[config.mk]
export PLATFORM = sky130hd
export DESIGN_NAME = serial_switch_latch
export DESIGN_NICKNAME = d
export VERILOG_FILES = /design/src/rtl/sw_pkg.sv /design/src/rtl/sw_rst_sync.sv /design/src/rtl/sw_in_sync.sv /design/src/rtl/sw_frame.sv /design/src/rtl/sw_latch.sv /design/src/rtl/serial_switch_latch.sv
export SDC_FILE = /design/constraint.sdc
export NUM_CORES = 1
export LEC_CHECK = 0
export BUFFER_PORTS_ARGS = -buffer_cell sky130_fd_sc_hd__buf_2
export CORE_ASPECT_RATIO = 2
export CORE_MARGIN = 3
export CORE_UTILIZATION = 33
export CTS_BUF_LIST = sky130_fd_sc_hd__clkbuf_2 sky130_fd_sc_hd__clkbuf_4 sky130_fd_sc_hd__clkbuf_8
export CTS_CLUSTER_DIAMETER = 50
export DETAILED_ROUTE_END_ITERATION = 16
export RECOVER_POWER = 25
export SLEW_MARGIN = 20
export SYNTH_ARGS = -nofsm -noshare
export SYNTH_HDL_FRONTEND = slang
export SYNTH_HIERARCHICAL = 1
export SYNTH_SLANG_ARGS = --single-unit
[constraint.sdc]
create_clock -name clk -period 1.1 [get_ports clk]
set_input_delay 0 -clock clk [delete_from_list [all_inputs] [get_ports clk]]
set_output_delay 0 -clock clk [all_outputs]
set_load 0.1 [all_outputs]
[src/rtl/sw_pkg.sv]
package sw_pkg;
  // Edge-detected view of one synchronized input.
  typedef struct packed {
    logic lvl;
    logic rise;
    logic fall;
  } edge_t;

  // Index of each serial input within the synchronizer bank.
  localparam int IDX_SEL  = 0;
  localparam int IDX_SCLK = 1;
  localparam int IDX_DATA = 2;
  localparam int N_IN     = 3;
endpackage

[src/rtl/sw_rst_sync.sv]
module sw_rst_sync #(
  parameter int STAGES = 2
) (
  input  logic clk,
  input  logic clr_n,
  output logic arst_n
);
  logic [STAGES-1:0] q;

  always_ff @(posedge clk or negedge clr_n) begin
    if (!clr_n) q <= '0;
    else        q <= {q[STAGES-2:0], 1'b1};
  end

  assign arst_n = q[STAGES-1];
endmodule

[src/rtl/sw_in_sync.sv]
module sw_in_sync
  import sw_pkg::*;
#(
  parameter int             N       = N_IN,
  parameter logic [N-1:0]   IDLE    = '0,
  parameter int             STAGES  = 2
) (
  input  logic          clk,
  input  logic          arst_n,
  input  logic [N-1:0]  raw,
  output edge_t [N-1:0] ev
);
  for (genvar i = 0; i < N; i++) begin : g_bit
    logic [STAGES-1:0] chain;
    logic              prev;

    always_ff @(posedge clk or negedge arst_n) begin
      if (!arst_n) begin
        chain <= {STAGES{IDLE[i]}};
        prev  <= IDLE[i];
      end else begin
        chain <= {chain[STAGES-2:0], raw[i]};
        prev  <= chain[STAGES-1];
      end
    end

    assign ev[i].lvl  = chain[STAGES-1];
    assign ev[i].rise = chain[STAGES-1] & ~prev;
    assign ev[i].fall = ~chain[STAGES-1] & prev;
  end
endmodule

[src/rtl/sw_frame.sv]
module sw_frame #(
  parameter int W = 8,
  localparam int CNT_W = (W > 1) ? $clog2(W) : 1
) (
  input  logic         clk,
  input  logic         arst_n,
  input  logic         sel_lvl,
  input  logic         sel_fall,
  input  logic         sel_rise,
  input  logic         ck_rise,
  input  logic         ck_fall,
  input  logic         din,
  output logic         dout,
  output logic         doe,
  output logic [W-1:0] word,
  output logic         frame_ok
);
  logic [W-1:0]     sr_q, sr_d;
  logic [CNT_W-1:0] cnt_q, cnt_d;
  logic             nz_q, nz_d;
  logic             dq_q, dq_d;
  logic             oe_q, oe_d;
  logic             shift_en;

  assign shift_en = ~sel_lvl & ck_rise;

  always_comb begin
    sr_d  = sr_q;
    cnt_d = cnt_q;
    nz_d  = nz_q;
    dq_d  = dq_q;
    oe_d  = ~sel_lvl;
    if (sel_fall) begin
      cnt_d = '0;
      nz_d  = 1'b0;
    end
    if (shift_en) begin
      sr_d  = {sr_q[W-2:0], din};
      cnt_d = cnt_d + CNT_W'(1);
      nz_d  = 1'b1;
    end
    if (sel_fall || (~sel_lvl && ck_fall)) dq_d = sr_q[W-1];
  end

  always_ff @(posedge clk or negedge arst_n) begin
    if (!arst_n) begin
      sr_q  <= '0;
      cnt_q <= '0;
      nz_q  <= 1'b0;
      dq_q  <= 1'b0;
      oe_q  <= 1'b0;
    end else begin
      sr_q  <= sr_d;
      cnt_q <= cnt_d;
      nz_q  <= nz_d;
      dq_q  <= dq_d;
      oe_q  <= oe_d;
    end
  end

  assign word     = sr_q;
  assign frame_ok = sel_rise & nz_q & (cnt_q == '0);
  assign dout     = oe_q & dq_q;
  assign doe      = oe_q;

  // a nonzero residue can only exist once an edge has been counted
  a_r4_count_flag: assert property (@(posedge clk) disable iff (!arst_n)
    (cnt_q != '0) |-> nz_q);

  // a select held high for two samples leaves the output undriven
  a_r6_oe_idle: assert property (@(posedge clk) disable iff (!arst_n)
    (sel_lvl && $past(sel_lvl)) |=> !oe_q);

  // the serial output bit moves only after a clock fall or select fall
  a_r7_sdo_timing: assert property (@(posedge clk) disable iff (!arst_n)
    !$stable(dq_q) |-> $past(ck_fall || sel_fall));
endmodule

[src/rtl/sw_latch.sv]
module sw_latch #(
  parameter int W = 8
) (
  input  logic         clk,
  input  logic         arst_n,
  input  logic         load,
  input  logic [W-1:0] d,
  output logic [W-1:0] q
);
  logic [W-1:0] q_d;

  always_comb begin
    q_d = q;
    if (load) q_d = d;
  end

  always_ff @(posedge clk or negedge arst_n) begin
    if (!arst_n) q <= '0;
    else         q <= q_d;
  end
endmodule

[src/rtl/serial_switch_latch.sv]
module serial_switch_latch
  import sw_pkg::*;
#(
  parameter int CHANNELS = 8,
  parameter int SYNC_STAGES = 2
) (
  input  logic                clk,
  input  logic                rst_n,
  input  logic                kill_n,
  input  logic                sel_n,
  input  logic                sclk_in,
  input  logic                sdata_in,
  output logic                sdata_out,
  output logic                sdata_oe,
  output logic [CHANNELS-1:0] chan_on
);
  localparam logic [N_IN-1:0] IDLE_LVL = N_IN'((1 << IDX_SEL) | (1 << IDX_SCLK));

  logic                clr_n;
  logic                arst_n;
  logic [N_IN-1:0]     raw;
  edge_t [N_IN-1:0]    ev;
  logic [CHANNELS-1:0] word;
  logic                frame_ok;

  assign clr_n = rst_n & kill_n;

  sw_rst_sync #(.STAGES(2)) u_rst (
    .clk    (clk),
    .clr_n  (clr_n),
    .arst_n (arst_n)
  );

  always_comb begin
    raw           = '0;
    raw[IDX_SEL]  = sel_n;
    raw[IDX_SCLK] = sclk_in;
    raw[IDX_DATA] = sdata_in;
  end

  sw_in_sync #(.N(N_IN), .IDLE(IDLE_LVL), .STAGES(SYNC_STAGES)) u_sync (
    .clk    (clk),
    .arst_n (arst_n),
    .raw    (raw),
    .ev     (ev)
  );

  sw_frame #(.W(CHANNELS)) u_frame (
    .clk      (clk),
    .arst_n   (arst_n),
    .sel_lvl  (ev[IDX_SEL].lvl),
    .sel_fall (ev[IDX_SEL].fall),
    .sel_rise (ev[IDX_SEL].rise),
    .ck_rise  (ev[IDX_SCLK].rise),
    .ck_fall  (ev[IDX_SCLK].fall),
    .din      (ev[IDX_DATA].lvl),
    .dout     (sdata_out),
    .doe      (sdata_oe),
    .word     (word),
    .frame_ok (frame_ok)
  );

  sw_latch #(.W(CHANNELS)) u_latch (
    .clk    (clk),
    .arst_n (arst_n),
    .load   (frame_ok),
    .d      (word),
    .q      (chan_on)
  );

  // channel enables change only right after a detected select rise
  a_r4_hold_unless_commit: assert property (@(posedge clk) disable iff (!arst_n)
    !$stable(chan_on) |-> $past(ev[IDX_SEL].rise));

  // kill held low keeps every channel off
  a_r8_kill_clears: assert property (@(posedge clk) disable iff (!rst_n)
    !kill_n |-> (chan_on == '0));

  // a high select that persists keeps the serial output undriven
  a_r6_no_drive_idle: assert property (@(posedge clk) disable iff (!arst_n)
    (sel_n && $past(sel_n) && $past(sel_n, 2) && $past(sel_n, 3)) |-> !sdata_oe);
endmodule

==> results of run 1 <==
[final cells by class]
type	count	area share [%]
inverter	2	0.427
clock buffer	8	5.56
multi-input combinational	37	25.6
tap	49	3.49
sequential	32	46.1
timing repair buffer	33	18.9
[metrics by stage]
step | setup TNS, ns | std cells | setup WS [ns] | hold slack (ns)
3_5_place_dp | -6.75 | 144 | -0.427 | -0.0968
6_report | -6.69 | 161 | -0.428 | 0.143
3_3_place_gp | -6.38 | 144 | -0.406 | -0.105
5_1_grt | -8.12 | 161 | -0.516 | 0.149
4_1_cts | -7.22 | 163 | -0.440 | 0.142
2_1_floorplan | -5.94 | 75 | -0.372 | -0.194
[registers in the layout (all words and copies together) (netlist names)]
name and flops:
u_frame/doe 1, u_frame/dq_q 1, u_sync/g_bit.chain 6, u_latch/q 8
u_frame/cnt_q 3, u_sync/g_bit.prev 2, u_frame/nz_q 1, u_rst/q 2
u_frame/word 8
[worst register-to-register path, stage by stage, from the launching register on]
cell and delay (ns):
dfstp_2 0.54, nor2b_4 0.13, nand2_1 0.06, nor4_2 0.13, buf_4 0.24, mux2_4 0.32
[power by group]
group	leakage (nW)	total [mW]	internal, mW	switching (mW)
Clock	0.0523	0.945	0.558	0.386
Combinational	0.398	2.02	0.835	1.19
Sequential	0.391	1.73	1.48	0.249
Total	0.842	4.70	2.88	1.82
[per-layer routing]
layer,part of all wire (%),GRT usage (%)
met5,0,0
met4,3.4,7.62
met3,4.5,3.35
met2,52,15.6
met1,40,11.3
[worst min path at each step]
stage,from,endpoint,cells after the start
finish,rst_n,u_rst/q[0],3
detailed placement,kill_n,u_rst/q[0],2
global route,rst_n,u_rst/q[1],3
global placement,kill_n,u_rst/q[0],2
CTS,rst_n,u_rst/q[1],3
floorplan,kill_n,u_rst/q[0],1
[what timing repair did]
action | in CTS | in global routing
setup buffers | 6 | 0
pin swaps | 1 | 1
gates resized for setup | 7 | 6
setup endpoints to repair | 21 | 23
hold buffers | 5 | 0
hold endpoints to repair | 5 | 0
==> reports/results.md, run 1 <==
### Run status
- finished, violations left — outcome
- setup timing — violated checks

### Worst setup path
- 5 — worst r2r path cells
- dfstp_2 — Worst path slowest cell
- 1 — sum of buffers and inverters on the critical path
- 5 — total stage count of the critical path
- 1.69 ns — signal arrival time at the worst endpoint
- register — crit path launch type
- 0.54 ns — largest stage delay on the critical path
- flip-flops — Top delay family on crit path
- register to register — path type of the worst setup path
- -0.43 ns — R2R Setup Slk
- 1.26 ns — CP required
- u_sync/g_bit[0].chain[1] — worst setup path start
- 8 — critical-path maximum fanout
- u_latch/q[2] — end of the worst register-to-register path
- register — Critical Path Sink Type
- nor2b_4 -> nand2_1 -> nor4_2 -> buf_4 -> mux2_4 — cells along the critical path
- u_latch/q[2] — destination of the critical timing path
- u_sync/g_bit[0].chain[1] — Critical R2R Launch

### STA
- 139% — period utilization
- 1.53 ns — min cycle time layout
- 21 — Finish-stage setup viols
- -0.428 ns — final worst setup slack
- 0 — final count of hold timing violations
- 0 — number of pins with negative max-slew slack in the final report
- 0.654 GHz — Highest Clock Rate
- 0.00405 ns — Fin Clk Skew
- 59.1% — max_slew headroom
- 0.613 ns — transition time at the pin with the least slew margin
- yes — RSZ-0062 raised after global routing

### Layout
- 118 — total number of nets in the final design
- 0.00176 mm2 — final design instance area without fill
- 0 — number of antenna cells inserted
- 63.4% — fraction of layout cells with a size suffix above 1
- 810 um2 — area used by sequential logic in the layout
- 340 — Filler Cell Count
- dfrtp_1 — most common cell after layout, fill and taps aside
- 40.7% — growth of design area from synthesis to finish
- 25 x dfrtp_1, 18 x mux2_4, 10 x buf_4 — most used cells in the layout excluding fill and tap cells
- 48.2% — share of the core filled with cells
- 449 um2 — area of the multi-input gates

### Clock network
- 5 — Inserted Clock Buffers
- built — clock tree from TritonCTS
- 0.28 ns — insertion delay of the later-clocked pin in the worst-skew pair
- 32 — Sink Count
- 2 — number of buffers on the longest clock path
- clkbuf_8 — root buffer cell
- 0.06 ns — clock slew at the register clock pins of the worst setup and hold paths
- 2 — H-tree depth reported by CTS

### Detailed routing
- 15 — Iter 0 DRT Violations
- 11.9 um — wire length per cell
- 0 — DRC violations left
- 4.27 — post-DR vias/cell
- 3 — Initial DRT Pass Iterations
- 688 — via count
- 0 — count of antenna-violating nets left after detailed routing
- 1.92 mm — total wire length after detailed routing

### Power and ir drop
- 4.70 mW — total power
- 0.842 nW — Leakage Power
- 1.50 mV — worst vdd ir
- 2670 mW/mm2 — P per Cell Area

### Worst hold path
- primary input to asynchronous set/reset pin — kind of path behind the tightest hold check

### Global route
- 0 — global route overflow
- 3.38 mm — wire length of the first global-routing pass
- 0 — number of antenna violations at the first check in global routing
- 10.1% — total track usage
- 27 — maximum number of pins on one net before global-route repair
- 741 — vias in the first global route

### Floorplanning
- 0.00365 mm2 — CORE AREA
- 34.2% — Starting Density
- 93.0 um — Die Span Y
- 16 — number of top-level pins
- 0.00460 mm2 — Total Die Area
- 31 — row count
- 49.5 um — die width

### Place
- 0.00155 mm2 — dpl cell area
- 0.703 — gp weighted congestion
- 15 — Port-buffer cells
- 1.38 mm — Detailed Place HPWL

### Yosys
- 82 — number of nets produced by synthesis
- 6 — number of synthesis warnings
- 16.6 um2 — Post-Synthesis Mean Instance Area
- 75 — Post-Syn Instances
- 0.00125 mm2 — cell area after technology mapping

### Flow run
- 0 — number of max-capacitance violations reported

Note: power is estimated with default switching activity, not from simulation.
==> run 2, diff against run 1 <==
--- a/config.mk
+++ b/config.mk
@@ -13,6 +13,7 @@
 export CTS_CLUSTER_DIAMETER = 50
 export DETAILED_ROUTE_END_ITERATION = 16
 export RECOVER_POWER = 25
+export SKIP_LAST_GASP = 1
 export SLEW_MARGIN = 20
 export SYNTH_ARGS = -nofsm -noshare
 export SYNTH_HDL_FRONTEND = slang
==> run 2 against run 1 <==
Compared with the run above:
- the flow still finishes with violations (setup timing)
- design area fell by 0.43%
- power hardly changed
- via count unchanged
- fmax unchanged
- routed wire length decreased by 0.21%
- final cell count is the same
- die area did not move
- critical path type unchanged
- largest cell class unchanged
==> reports/results.md, run 2 (same netlist as run 1, synthesis figures left out) <==
### Run status
- finished, violations left — outcome
- setup timing — violated checks

### Layout
- dfrtp_1 — most common cell after layout, fill and taps aside
- 442 um2 — area of the multi-input gates
- 0 — number of antenna cells inserted
- 62.5% — fraction of layout cells with a size suffix above 1
- 48.0% — share of the core filled with cells
- 25 x dfrtp_1, 18 x mux2_4, 10 x buf_4 — most used cells in the layout excluding fill and tap cells
- 40.1% — growth of design area from synthesis to finish
- 118 — total number of nets in the final design
- 810 um2 — area used by sequential logic in the layout
- 342 — Filler Cell Count

### Detailed routing
- 1.91 mm — total wire length after detailed routing
- 688 — via count
- 0 — count of antenna-violating nets left after detailed routing
- 4.27 — post-DR vias/cell
- 11.9 um — wire length per cell
- 3 — Initial DRT Pass Iterations
- 0 — DRC violations left
- 15 — Iter 0 DRT Violations

### Clock network
- 32 — Sink Count
- 2 — number of buffers on the longest clock path
- built — clock tree from TritonCTS
- clkbuf_8 — root buffer cell
- 2 — H-tree depth reported by CTS
- 0.06 ns — clock slew at the register clock pins of the worst setup and hold paths
- 5 — Inserted Clock Buffers
- 0.28 ns — insertion delay of the later-clocked pin in the worst-skew pair

### STA
- 21 — Finish-stage setup viols
- 59.1% — max_slew headroom
- 0 — final count of hold timing violations
- 0.613 ns — transition time at the pin with the least slew margin
- 0.654 GHz — Highest Clock Rate
- -0.428 ns — final worst setup slack
- -6.69 ns — Post-Route Setup TNS
- 0 — number of pins with negative max-slew slack in the final report
- yes — RSZ-0062 raised after global routing
- 1.53 ns — min cycle time layout
- 139% — period utilization
- 0.00405 ns — Fin Clk Skew

### Global route
- 27 — maximum number of pins on one net before global-route repair
- 0 — global route overflow
- 10.1% — total track usage
- 3.38 mm — wire length of the first global-routing pass
- 741 — vias in the first global route
- 0 — number of antenna violations at the first check in global routing

### Floorplanning
- 0.00460 mm2 — Total Die Area
- 93.0 um — Die Span Y
- 34.2% — Starting Density
- 49.5 um — die width
- 16 — number of top-level pins
- 31 — row count
- 0.00365 mm2 — CORE AREA

### Flow run
- 0 — number of max-capacitance violations reported

### Power and ir drop
- 1.50 mV — worst vdd ir
- 4.70 mW — total power
- 2680 mW/mm2 — P per Cell Area
- 0.837 nW — Leakage Power

### Worst setup path
- 1.69 ns — signal arrival time at the worst endpoint
- 8 — critical-path maximum fanout
- register — Critical Path Sink Type
- register — crit path launch type
- 1.26 ns — CP required
- register to register — path type of the worst setup path

### Place
- 0.703 — gp weighted congestion
- 15 — Port-buffer cells
- 1.38 mm — Detailed Place HPWL

### Worst hold path
- primary input to asynchronous set/reset pin — kind of path behind the tightest hold check

==> run 2: cell types whose count changed in the layout (fill, tap and decap cells not counted) <==
| cell | delta |
|---|---|
| nor2b_1 | +1 |
| nor2b_4 | -1 |
==> run 2: repair_timing <==
| item | 4_1_cts | 5_1_grt |
|---|---|---|
| gates resized for setup | 7 | 4 |
| hold buffers | 5 | 0 |
| buffers inserted | 6 | 0 |
| setup endpoints to repair | 21 | 23 |
| hold endpoints to repair | 5 | 0 |
| pin swaps | 1 | 1 |
==> run 2: cell type report <==
type / count / share of cell area (%)
Multi-Input combinational cell: 37 / 25.3
Tap cell: 49 / 3.51
Inverter: 2 / 0.429
Sequential cell: 32 / 46.3
Clock buffer: 8 / 5.58
Timing Repair Buffer: 33 / 19.0
==> run 2: metal layers <==
metal / vias to the layer above / GRT usage, % / part of all wire (%)
met5: - / 0 / 0
met4: 0 / 7.62 / 3.4
met3: 7 / 3.35 / 4.5
met2: 17 / 15.6 / 52
met1: 348 / 11.3 / 40
li1: 316 / - / -
==> run 2: worst max-delay path, cell delays in order (launching register included) <==
cell and delay (ns):
dfstp_2 0.54, nor2b_4 0.13, nand2_1 0.06, nor4_2 0.13, buf_4 0.24, mux2_4 0.32
==> run 2: per-stage QoR <==
step / area (um2) / setup WS [ns] / instances / hold WS (ns)
after global routing: 1750 / -0.516 / 161 / 0.149
final: 1750 / -0.428 / 161 / 0.143
after CTS: 1760 / -0.440 / 163 / 0.142
after global placement: 1550 / -0.406 / 144 / -0.105
after detailed placement: 1550 / -0.427 / 144 / -0.0968
after floorplan: 1270 / -0.372 / 75 / -0.194
==> run 2: final timing paths <==
kind                                           from                        to  slack, ns  cells past startpoint
max                        u_sync/g_bit[0].chain[1]              u_latch/q[2]      -0.43                      5
min                                           rst_n                u_rst/q[0]       0.14                      3
max reg2reg                u_sync/g_bit[0].chain[1]              u_latch/q[2]      -0.43                      5
min reg2reg                              u_rst/q[1]  u_sync/g_bit[0].chain[0]       0.30                      0
max in group asynchronous                u_rst/q[1]               u_frame/doe       0.15                      1
min in group clk                         u_rst/q[0]                u_rst/q[1]       0.35                      0
==> run 2: report_power, final <==
group	switching, mW	internal, mW
logic	1.19	0.833
registers	0.248	1.48
clock network	0.387	0.558
==> run 3, diff against run 2 <==
--- a/config.mk
+++ b/config.mk
@@ -7,12 +7,11 @@
 export LEC_CHECK = 0
 export BUFFER_PORTS_ARGS = -buffer_cell sky130_fd_sc_hd__buf_2
 export CORE_ASPECT_RATIO = 2
-export CORE_MARGIN = 3
 export CORE_UTILIZATION = 33
 export CTS_BUF_LIST = sky130_fd_sc_hd__clkbuf_2 sky130_fd_sc_hd__clkbuf_4 sky130_fd_sc_hd__clkbuf_8
-export CTS_CLUSTER_DIAMETER = 50
 export DETAILED_ROUTE_END_ITERATION = 16
 export RECOVER_POWER = 25
+export SKIP_CTS_REPAIR_TIMING = 1
 export SKIP_LAST_GASP = 1
 export SLEW_MARGIN = 20
 export SYNTH_ARGS = -nofsm -noshare
==> run 3 against run 2 <==
Compared with the run above:
- the flow still finishes with violations (setup timing)
- count of clock-buffer cells in the layout shrank 1
- sequential share of layout area up 0.43 points
- sequential power is essentially flat
- flip-flop and latch count unchanged
- die area shrank 12%
- critical path type unchanged
- largest power group unchanged
==> reports/results.md, run 3 (same netlist as run 1, synthesis figures left out) <==
### STA
- 0.667 GHz — Highest Clock Rate
- 21 — Finish-stage setup viols
- 136% — period utilization
- -0.400 ns — final worst setup slack
- -6.57 ns — Post-Route Setup TNS
- 0 — number of pins with negative max-slew slack in the final report
- 0 — final count of hold timing violations
- yes — RSZ-0062 raised after global routing
- 0.615 ns — transition time at the pin with the least slew margin
- 0.142 ns — WHS
- 0.00618 ns — Fin Clk Skew
- 59.0% — max_slew headroom
- 1.50 ns — min cycle time layout

### Place
- 0.673 — gp weighted congestion
- -0.406 ns — worst slack, placed
- 15 — Port-buffer cells
- 1.39 mm — Detailed Place HPWL

### Clock network
- 5 — Inserted Clock Buffers
- 0.06 ns — clock slew at the register clock pins of the worst setup and hold paths
- 0.28 ns — insertion delay of the later-clocked pin in the worst-skew pair
- built — clock tree from TritonCTS
- 2 — H-tree depth reported by CTS
- 32 — Sink Count
- 2 — number of buffers on the longest clock path
- clkbuf_8 — root buffer cell

### Worst setup path
- register — crit path launch type
- u_sync/g_bit[0].chain[1] — Critical R2R Launch
- flip-flops — Top delay family on crit path
- 1.67 ns — signal arrival time at the worst endpoint
- 8 — critical-path maximum fanout
- 0.53 ns — largest stage delay on the critical path
- register to register — path type of the worst setup path
- nor2b_1 -> nand2_1 -> nor4_2 -> buf_4 -> mux2_4 — cells along the critical path
- u_sync/g_bit[0].chain[1] — worst setup path start
- 5 — worst r2r path cells
- register — Critical Path Sink Type
- -0.40 ns — R2R Setup Slk
- 1.27 ns — CP required
- u_latch/q[1] — end of the worst register-to-register path
- dfstp_2 — Worst path slowest cell
- 1 — sum of buffers and inverters on the critical path

### Detailed routing
- 2 — Initial DRT Pass Iterations
- 1 — Iter 0 DRT Violations
- 679 — via count
- 11.6 um — wire length per cell
- 0 — DRC violations left
- 1.87 mm — total wire length after detailed routing
- 0 — count of antenna-violating nets left after detailed routing
- 4.22 — post-DR vias/cell

### Floorplanning
- 89.0 um — Die Span Y
- 34.6% — Starting Density
- 0.00405 mm2 — Total Die Area
- 31 — row count
- 0.00361 mm2 — CORE AREA
- 45.5 um — die width
- 16 — number of top-level pins

### Run status
- setup timing — violated checks
- finished, violations left — outcome

### Layout
- dfrtp_1 — most common cell after layout, fill and taps aside
- 38.8% — growth of design area from synthesis to finish
- 25 x dfrtp_1, 18 x mux2_4, 9 x buf_4 — most used cells in the layout excluding fill and tap cells
- 810 um2 — area used by sequential logic in the layout
- 62.5% — fraction of layout cells with a size suffix above 1
- 48.0% — share of the core filled with cells
- 118 — total number of nets in the final design
- 320 — Filler Cell Count
- 0 — number of antenna cells inserted
- 432 um2 — area of the multi-input gates

### Power and ir drop
- 1.39 mV — worst vdd ir
- 0.818 nW — Leakage Power
- 4.68 mW — total power
- 2700 mW/mm2 — P per Cell Area

### Global route
- 0 — number of antenna violations at the first check in global routing
- 11.5% — total track usage
- 719 — vias in the first global route
- 0 — global route overflow
- 3.18 mm — wire length of the first global-routing pass
- 19 — maximum number of pins on one net before global-route repair

### Worst hold path
- primary input to asynchronous set/reset pin — kind of path behind the tightest hold check

### Flow run
- 0 — number of max-capacitance violations reported

run 3: changes by cell type in the layout (fill, tap and decap cells not counted), sizes merged:
cell      change
clkbuf        -1
clkinvlp      +1
run 3: worst reg2reg max path: stages, from the launching register on:
cell,delay (ns)
dfstp_2,0.53
nor2b_1,0.12
nand2_1,0.07
nor4_2,0.12
buf_4,0.23
mux2_4,0.32
run 3: worst max path at each step:
stage	endpoint	cells after the start
after detailed placement	u_latch/q[1]	5
final	u_latch/q[1]	5
after CTS	u_latch/q[1]	5
after global placement	u_latch/q[2]	5
after global routing	u_latch/q[2]	5
after floorplan	u_latch/q[0]	5
run 3: final cells by class:
| cell class | count | share of cell area (%) |
|---|---|---|
| Clock buffer | 7 | 5.20 |
| Clock inverter | 1 | 0.433 |
| Inverter | 2 | 0.433 |
| Multi-Input combinational cell | 37 | 24.9 |
| Sequential cell | 32 | 46.7 |
| Tap cell | 49 | 3.54 |
| Timing Repair Buffer | 33 | 18.8 |
run 3: power breakdown:
| group | internal (mW) | switching (mW) | total [mW] |
|---|---|---|---|
| Combinational | 0.829 | 1.18 | 2.01 |
| Clock | 0.532 | 0.412 | 0.944 |
| Sequential | 1.48 | 0.243 | 1.72 |
run 3: routing by layer:
layer | GRT usage [%] | share of wire [%] | up-vias
met3 | 5.45 | 4.2 | 6
met2 | 18.6 | 55 | 17
met4 | 6.61 | 3.0 | 0
met1 | 11.5 | 38 | 341
li1 | - | - | 315
met5 | 0 | 0 | -
run 3: metrics by stage:
step,std cells,area [um2]
after floorplan,75,1270
after global placement,146,1550
after detailed placement,146,1550
after CTS,154,1650
after global routing,161,1730
final,161,1730
